[src/rtl/baud_pkg.sv]
package baud_pkg;
  typedef enum logic [1:0] {
    MODE_ASYNC = 2'b00,
    MODE_SYNC  = 2'b01,
    MODE_CARD  = 2'b10,
    MODE_RSVD  = 2'b11
  } mode_e;

  localparam int unsigned SEL_W = 2;
  localparam int unsigned DIV_W = 10;
  localparam int unsigned ASYNC_DIV = 32;
  localparam int unsigned SYNC_DIV  = 4;

  function automatic int unsigned card_cycles(input logic [SEL_W-1:0] sel);
    case (sel)
      2'b00:   card_cycles = 32;
      2'b01:   card_cycles = 64;
      2'b10:   card_cycles = 372;
      default: card_cycles = 256;
    endcase
  endfunction
endpackage

[src/rtl/baud_prescale.sv]
module baud_prescale #(
  parameter int unsigned PRE_W = 6
) (
  input  logic       clk,
  input  logic       rst_n,
  input  logic       restart,
  input  logic [1:0] sel,
  output logic       pre_tick
);
  logic [PRE_W-1:0] cnt_q;
  logic [PRE_W-1:0] limit;

  always_comb begin
    case (sel)
      2'b00:   limit = PRE_W'(0);
      2'b01:   limit = PRE_W'(3);
      2'b10:   limit = PRE_W'(15);
      default: limit = PRE_W'(63);
    endcase
  end

  assign pre_tick = (cnt_q == limit);

  always_ff @(posedge clk) begin
    if (!rst_n || restart) cnt_q <= '0;
    else if (pre_tick)     cnt_q <= '0;
    else                   cnt_q <= cnt_q + 1'b1;
  end
endmodule

[src/rtl/baud_reload.sv]
module baud_reload #(
  parameter int unsigned RATE_W = 8,
  parameter logic [RATE_W-1:0] RATE_RST = '1
) (
  input  logic              clk,
  input  logic              rst_n,
  input  logic              restart,
  input  logic [RATE_W-1:0] start_val,
  input  logic [RATE_W-1:0] rate,
  input  logic              pre_tick,
  output logic              base_tick
);
  logic [RATE_W-1:0] cnt_q;

  assign base_tick = pre_tick && (cnt_q == '0);

  always_ff @(posedge clk) begin
    if (!rst_n)         cnt_q <= RATE_RST;
    else if (restart)   cnt_q <= start_val;
    else if (base_tick) cnt_q <= rate;
    else if (pre_tick)  cnt_q <= cnt_q - 1'b1;
  end
endmodule

[src/rtl/baud_modediv.sv]
module baud_modediv
  import baud_pkg::*;
(
  input  logic        clk,
  input  logic        rst_n,
  input  logic        restart,
  input  logic        base_tick,
  input  logic [1:0]  mode,
  input  logic [1:0]  card_sel,
  output logic        bit_tick,
  output logic        samp_tick,
  output logic        sclk_out
);
  logic [DIV_W-1:0] cnt_q;
  logic [DIV_W-1:0] limit;
  logic             sclk_q;

  always_comb begin
    case (mode_e'(mode))
      MODE_SYNC: limit = DIV_W'(SYNC_DIV - 1);
      MODE_CARD: limit = DIV_W'(2 * card_cycles(card_sel) - 1);
      default:   limit = DIV_W'(ASYNC_DIV - 1);
    endcase
  end

  assign bit_tick  = base_tick && (cnt_q == limit);
  assign samp_tick = base_tick && cnt_q[0];
  assign sclk_out  = sclk_q;

  always_ff @(posedge clk) begin
    if (!rst_n || restart) cnt_q <= '0;
    else if (bit_tick)     cnt_q <= '0;
    else if (base_tick)    cnt_q <= cnt_q + 1'b1;
  end

  always_ff @(posedge clk) begin
    if (!rst_n || restart)          sclk_q <= 1'b0;
    else if (mode != MODE_SYNC)     sclk_q <= 1'b0;
    else if (samp_tick)             sclk_q <= ~sclk_q;
  end
endmodule

[src/rtl/baud_timer.sv]
module baud_timer
  import baud_pkg::*;
#(
  parameter int unsigned RATE_W = 8,
  parameter logic [RATE_W-1:0] RATE_RST = '1,
  parameter int unsigned PRE_W = 6
) (
  input  logic              clk,
  input  logic              rst_n,
  input  logic              wr_en,
  input  logic              wr_addr,
  input  logic [RATE_W-1:0] wr_data,
  input  logic              rd_addr,
  output logic [RATE_W-1:0] rd_data,
  output logic              bit_tick,
  output logic              samp_tick,
  output logic              sclk_out
);
  logic [RATE_W-1:0] rate_q;
  logic [1:0]        presc_q;
  logic [1:0]        card_q;
  logic [1:0]        mode_q;
  logic [RATE_W-1:0] start_val;
  logic              pre_tick;
  logic              base_tick;

  always_ff @(posedge clk) begin
    if (!rst_n) begin
      rate_q  <= RATE_RST;
      presc_q <= '0;
      card_q  <= '0;
      mode_q  <= MODE_ASYNC;
    end else if (wr_en) begin
      if (!wr_addr) rate_q <= wr_data;
      else begin
        presc_q <= wr_data[1:0];
        card_q  <= wr_data[3:2];
        mode_q  <= wr_data[5:4];
      end
    end
  end

  assign start_val = (wr_en && !wr_addr) ? wr_data : rate_q;

  always_comb begin
    rd_data = '0;
    if (!rd_addr) rd_data = rate_q;
    else          rd_data[5:0] = {mode_q, card_q, presc_q};
  end

  baud_prescale #(.PRE_W(PRE_W)) u_pre (
    .clk(clk), .rst_n(rst_n), .restart(wr_en), .sel(presc_q), .pre_tick(pre_tick)
  );

  baud_reload #(.RATE_W(RATE_W), .RATE_RST(RATE_RST)) u_rel (
    .clk(clk), .rst_n(rst_n), .restart(wr_en), .start_val(start_val),
    .rate(rate_q), .pre_tick(pre_tick), .base_tick(base_tick)
  );

  baud_modediv u_div (
    .clk(clk), .rst_n(rst_n), .restart(wr_en), .base_tick(base_tick),
    .mode(mode_q), .card_sel(card_q), .bit_tick(bit_tick),
    .samp_tick(samp_tick), .sclk_out(sclk_out)
  );
endmodule

[config.mk]
export PLATFORM = sky130hd
export DESIGN_NAME = baud_timer
export DESIGN_NICKNAME = d
export VERILOG_FILES = /design/src/rtl/baud_pkg.sv /design/src/rtl/baud_prescale.sv /design/src/rtl/baud_reload.sv /design/src/rtl/baud_modediv.sv /design/src/rtl/baud_timer.sv
export SDC_FILE = /design/constraint.sdc
export NUM_CORES = 1
export LEC_CHECK = 0
export BUFFER_PORTS_ARGS = -buffer_cell sky130_fd_sc_hd__clkbuf_2
export CORE_UTILIZATION = 55
export DETAILED_ROUTE_END_ITERATION = 6
export GPL_TIMING_DRIVEN = 0
export PLACE_DENSITY_LB_ADDON = 0.1
export SYNTH_ARGS = -nofsm -noshare
export SYNTH_HDL_FRONTEND = slang
export SYNTH_SLANG_ARGS = --single-unit
[constraint.sdc]
create_clock -name clk -period 5.35 [get_ports clk]
set_input_delay 1.07 -clock clk [delete_from_list [all_inputs] [get_ports clk]]
set_output_delay 1.07 -clock clk [all_outputs]
set_load 0.02 [all_outputs]
==> results.json <==
{
  "cp-start-kind": "flop",
  "dp_slack_ns": 2.101,
  "synth_edf_count": 0,
  "synth_top_family_by_area": "simple AND/OR/NAND/NOR gates",
  "p_switching_mw": 0.1807,
  "cts_resized": 0,
  "clkSlewWorstSetupHoldPaths_ns": 0.08,
  "p_seq_frac": 0.515,
  "ys_ff_latch": 39,
  "gr-total-overflow": 0,
  "synth_nets": 290,
  "crit_chain": "inv_1 -> ha_1 -> nor4b_1 -> nand2_1 -> a2111oi_4 -> nor2b_1 -> clkbuf_2",
  "antenna_found_initial": 0,
  "p_comb_frac": 0.159,
  "nets": 318,
  "dp.cells": 340,
  "mostFrequentLayoutCell": "nand2_1",
  "switching_share": 0.2932,
  "synth_area_leaders": "dfxtp_1, nand2_1, nand3_1, mux2i_1, mux2_2",
  "crit_type": "reg -> out",
  "syn_area_per_cell_um2": 8.324,
  "grt_max_degree": 13,
  "drt_wl_total_mm": 5.194,
  "p_clk_frac": 0.326,
  "avgViaCountPerCell": 5.805,
  "synthMuxAreaShare": 0.07987,
  "routabilityCongestion": 0.8244,
  "dr_total_vias": 2020,
  "fin_area_um2": 2506,
  "drc": 0,
  "endpoint_kind": "output port",
  "rsz0062_at_grt": "false",
  "finalSetupViolations": 0,
  "async_reset_ff_frac": 0,
  "placementRows": 22,
  "outcome": "completed",
  "slew_headroom": 0.4941,
  "syn-cell-area_um2": 2256,
  "htreeDepth": 2,
  "cp_slowest_cell": "a2111oi_4",
  "synth_cell_type_count": 49,
  "fillCellCount": 346,
  "initial_core_util": 0.5939,
  "cp-startpoint": "u_rel.cnt_q[0]",
  "yosysTopAreaCell": "dfxtp_1",
  "ys_warn_count": 0,
  "dieArea_um2": 4362,
  "setup_tns_ns": 0,
  "dp_hpwl_mm": 3.803,
  "hold_start": "u_pre.cnt_q[0]",
  "rr_startpoint": "mode_q[0]",
  "fin_skew_ns": 0.008039,
  "synth_compound_area_frac": 0.1597,
  "grt_pass1_vias": 1940,
  "final_cell_mix": "nand2_1, dfxtp_1, nand3_1, nor2_1, clkbuf_2",
  "critical_path.max_stage_delay_ns": 0.51,
  "setup_ws_ns": 1.752,
  "placed_area_um2": 2421,
  "cts_sinks": 39,
  "finalCritPeriodShare": 0.6725,
  "fin_hold_ws_ns": 0.4840,
  "hold_class": "reg -> reg",
  "synth_top_area_share": 0.3461,
  "io_buffers": 21,
  "antenna_cells": 0,
  "syn_to_final_growth_pct": 11.09,
  "crit_path_max_fanout": 6,
  "maxCapViolCount": 0,
  "worst_pin_slew_ns": 0.7581,
  "drv_slew": 0,
  "cts_tree": "yes",
  "drive_gt1_frac": 0.1567,
  "peakVddDrop_mv": 0.1636,
  "cts_setup_buffers": 0,
  "cts_hold_buf": 0,
  "intPower_mw": 0.4356,
  "synth_simple_gate_area_share": 0.2917,
  "power_density_nw_per_um2": 245.9,
  "timing.fmax_mhz": 278.0,
  "track_usage": 0.2644,
  "ys_seq_area_frac": 0.3461,
  "leakage_nw": 0.9493,
  "syn_inst": 271,
  "synth-xor-area-share": 0.05435,
  "arrival_ns": 2.53,
  "ys.flop_type": "dfxtp_1",
  "clk_path_buf_depth": 2,
  "io_pins": 24,
  "finalWorstPathRequiredPeriod_ns": 3.598,
  "grt_pass1_wl_mm": 8.604,
  "chipWidth_um": 66.05,
  "cts_inserted_buffers": 5,
  "final_cells": 348,
  "root_buffer": "clkbuf_8",
  "required_ns": 4.28,
  "core_um2": 3799,
  "wl_per_cell_um": 14.93,
  "synth_fa_ha_area_frac": 0.03328,
  "ant_nets": 0,
  "multiInputGateArea_um2": 1396,
  "hold_viol": 0,
  "die_h_um": 66.05,
  "drt_iter0_drc": 90,
  "seq_area_um2": 780.7,
  "clock_latency_ns": 0.30,
  "first_pass_iters": 4
}
[through the flow]
| step | util | total power [mW] |
|---|---|---|
| CTS | 0.6598 | 0.6182 |
| finish | 0.6598 | 0.6162 |
| floorplan | - | 0.3927 |
| global route | 0.6598 | 0.6420 |
| detailed placement | 0.6374 | 0.4216 |
| global placement | 0.6374 | 0.4194 |
[critical path: cells and delay by family, from the launching register on]
family	cells	cell delay, ns
AND/OR/NAND/NOR	3	0.82
flip-flops	1	0.38
AO/OA/AOI/OAI	1	0.51
adder cells (fa/ha/maj)	1	0.23
buffers and inverters	2	0.28
[state kept, by name (all words and copies together), names as in the netlist]
register / flops
u_rel.cnt_q: 8
u_div.sclk_out: 1
card_q: 2
u_pre.cnt_q: 6
u_div.cnt_q: 10
rate_q: 8
presc_q: 2
mode_q: 2
[metal layers]
layer,wire [µm],part of all wire,GRT usage,vias up
li1,-,-,-,1013
met1,2336,0.45,0.3132,954
met2,2517,0.48,0.4605,42
met3,227,0.044,0.05172,11
met4,112,0.022,0.1117,0
met5,0,0,0,-
[path summary, 6_finish.rpt]
kind,depth (start not counted),to,slack [ns]
min,1,u_pre.cnt_q[0],0.48
min reg2reg,1,u_pre.cnt_q[0],0.48
max,7,bit_tick,1.75
max reg2reg,8,u_div.cnt_q[9],2.76
[logic make-up after synthesis]
group                      count (synthesis)
adders and majority gates                  6
buffers and inverters                     19
xor gates and xnor gates                  14
muxes                                     17
DFF                                       39
and+or+nand+nor                          132
AOI/OAI and AO/OA                         44
[cell type report]
cell class,instances,share of cell area
Sequential cell,39,0.3115
Inverter,7,0.01048
Multi-Input combinational cell,213,0.5572
Clock inverter,2,0.004993
Timing Repair Buffer,21,0.04194
Clock buffer,6,0.02896
Tap cell,48,0.02396
Buffer,12,0.02097
[synth_stat cells (2+ instances only)]
| cell | count |
|---|---|
| nand2_1 | 41 |
| dfxtp_1 | 39 |
| nand3_1 | 28 |
| nor2_1 | 22 |
| a21oi_1 | 10 |
| clkbuf_1 | 9 |
| mux2i_1 | 9 |
| nor3_1 | 9 |
| mux2_2 | 8 |
| xor2_1 | 8 |
| inv_1 | 7 |
| nor2b_1 | 7 |
| a21boi_0 | 6 |
| ha_1 | 6 |
| o211ai_1 | 6 |
| xnor2_1 | 6 |
| o21ai_0 | 4 |
| or3_1 | 4 |
| a211oi_1 | 3 |
| and3_1 | 3 |
| nand2b_1 | 3 |
| a22oi_1 | 2 |
| a32oi_1 | 2 |
| and2_1 | 2 |
| buf_1 | 2 |
| nand4b_1 | 2 |
[power groups by stage]
| stage | sequential, mW | clock (mW) | combinational [mW] |
|---|---|---|---|
| 5_1_grt | 0.319 | 0.215 | 0.108 |
| 3_3_place_gp | 0.323 | 0 | 0.0959 |
| 3_5_place_dp | 0.324 | 0 | 0.0978 |
| 4_1_cts | 0.317 | 0.203 | 0.0984 |
| 6_report | 0.317 | 0.201 | 0.0981 |
| 2_1_floorplan | 0.319 | 0 | 0.0737 |
(Power assumes the default switching activity.)
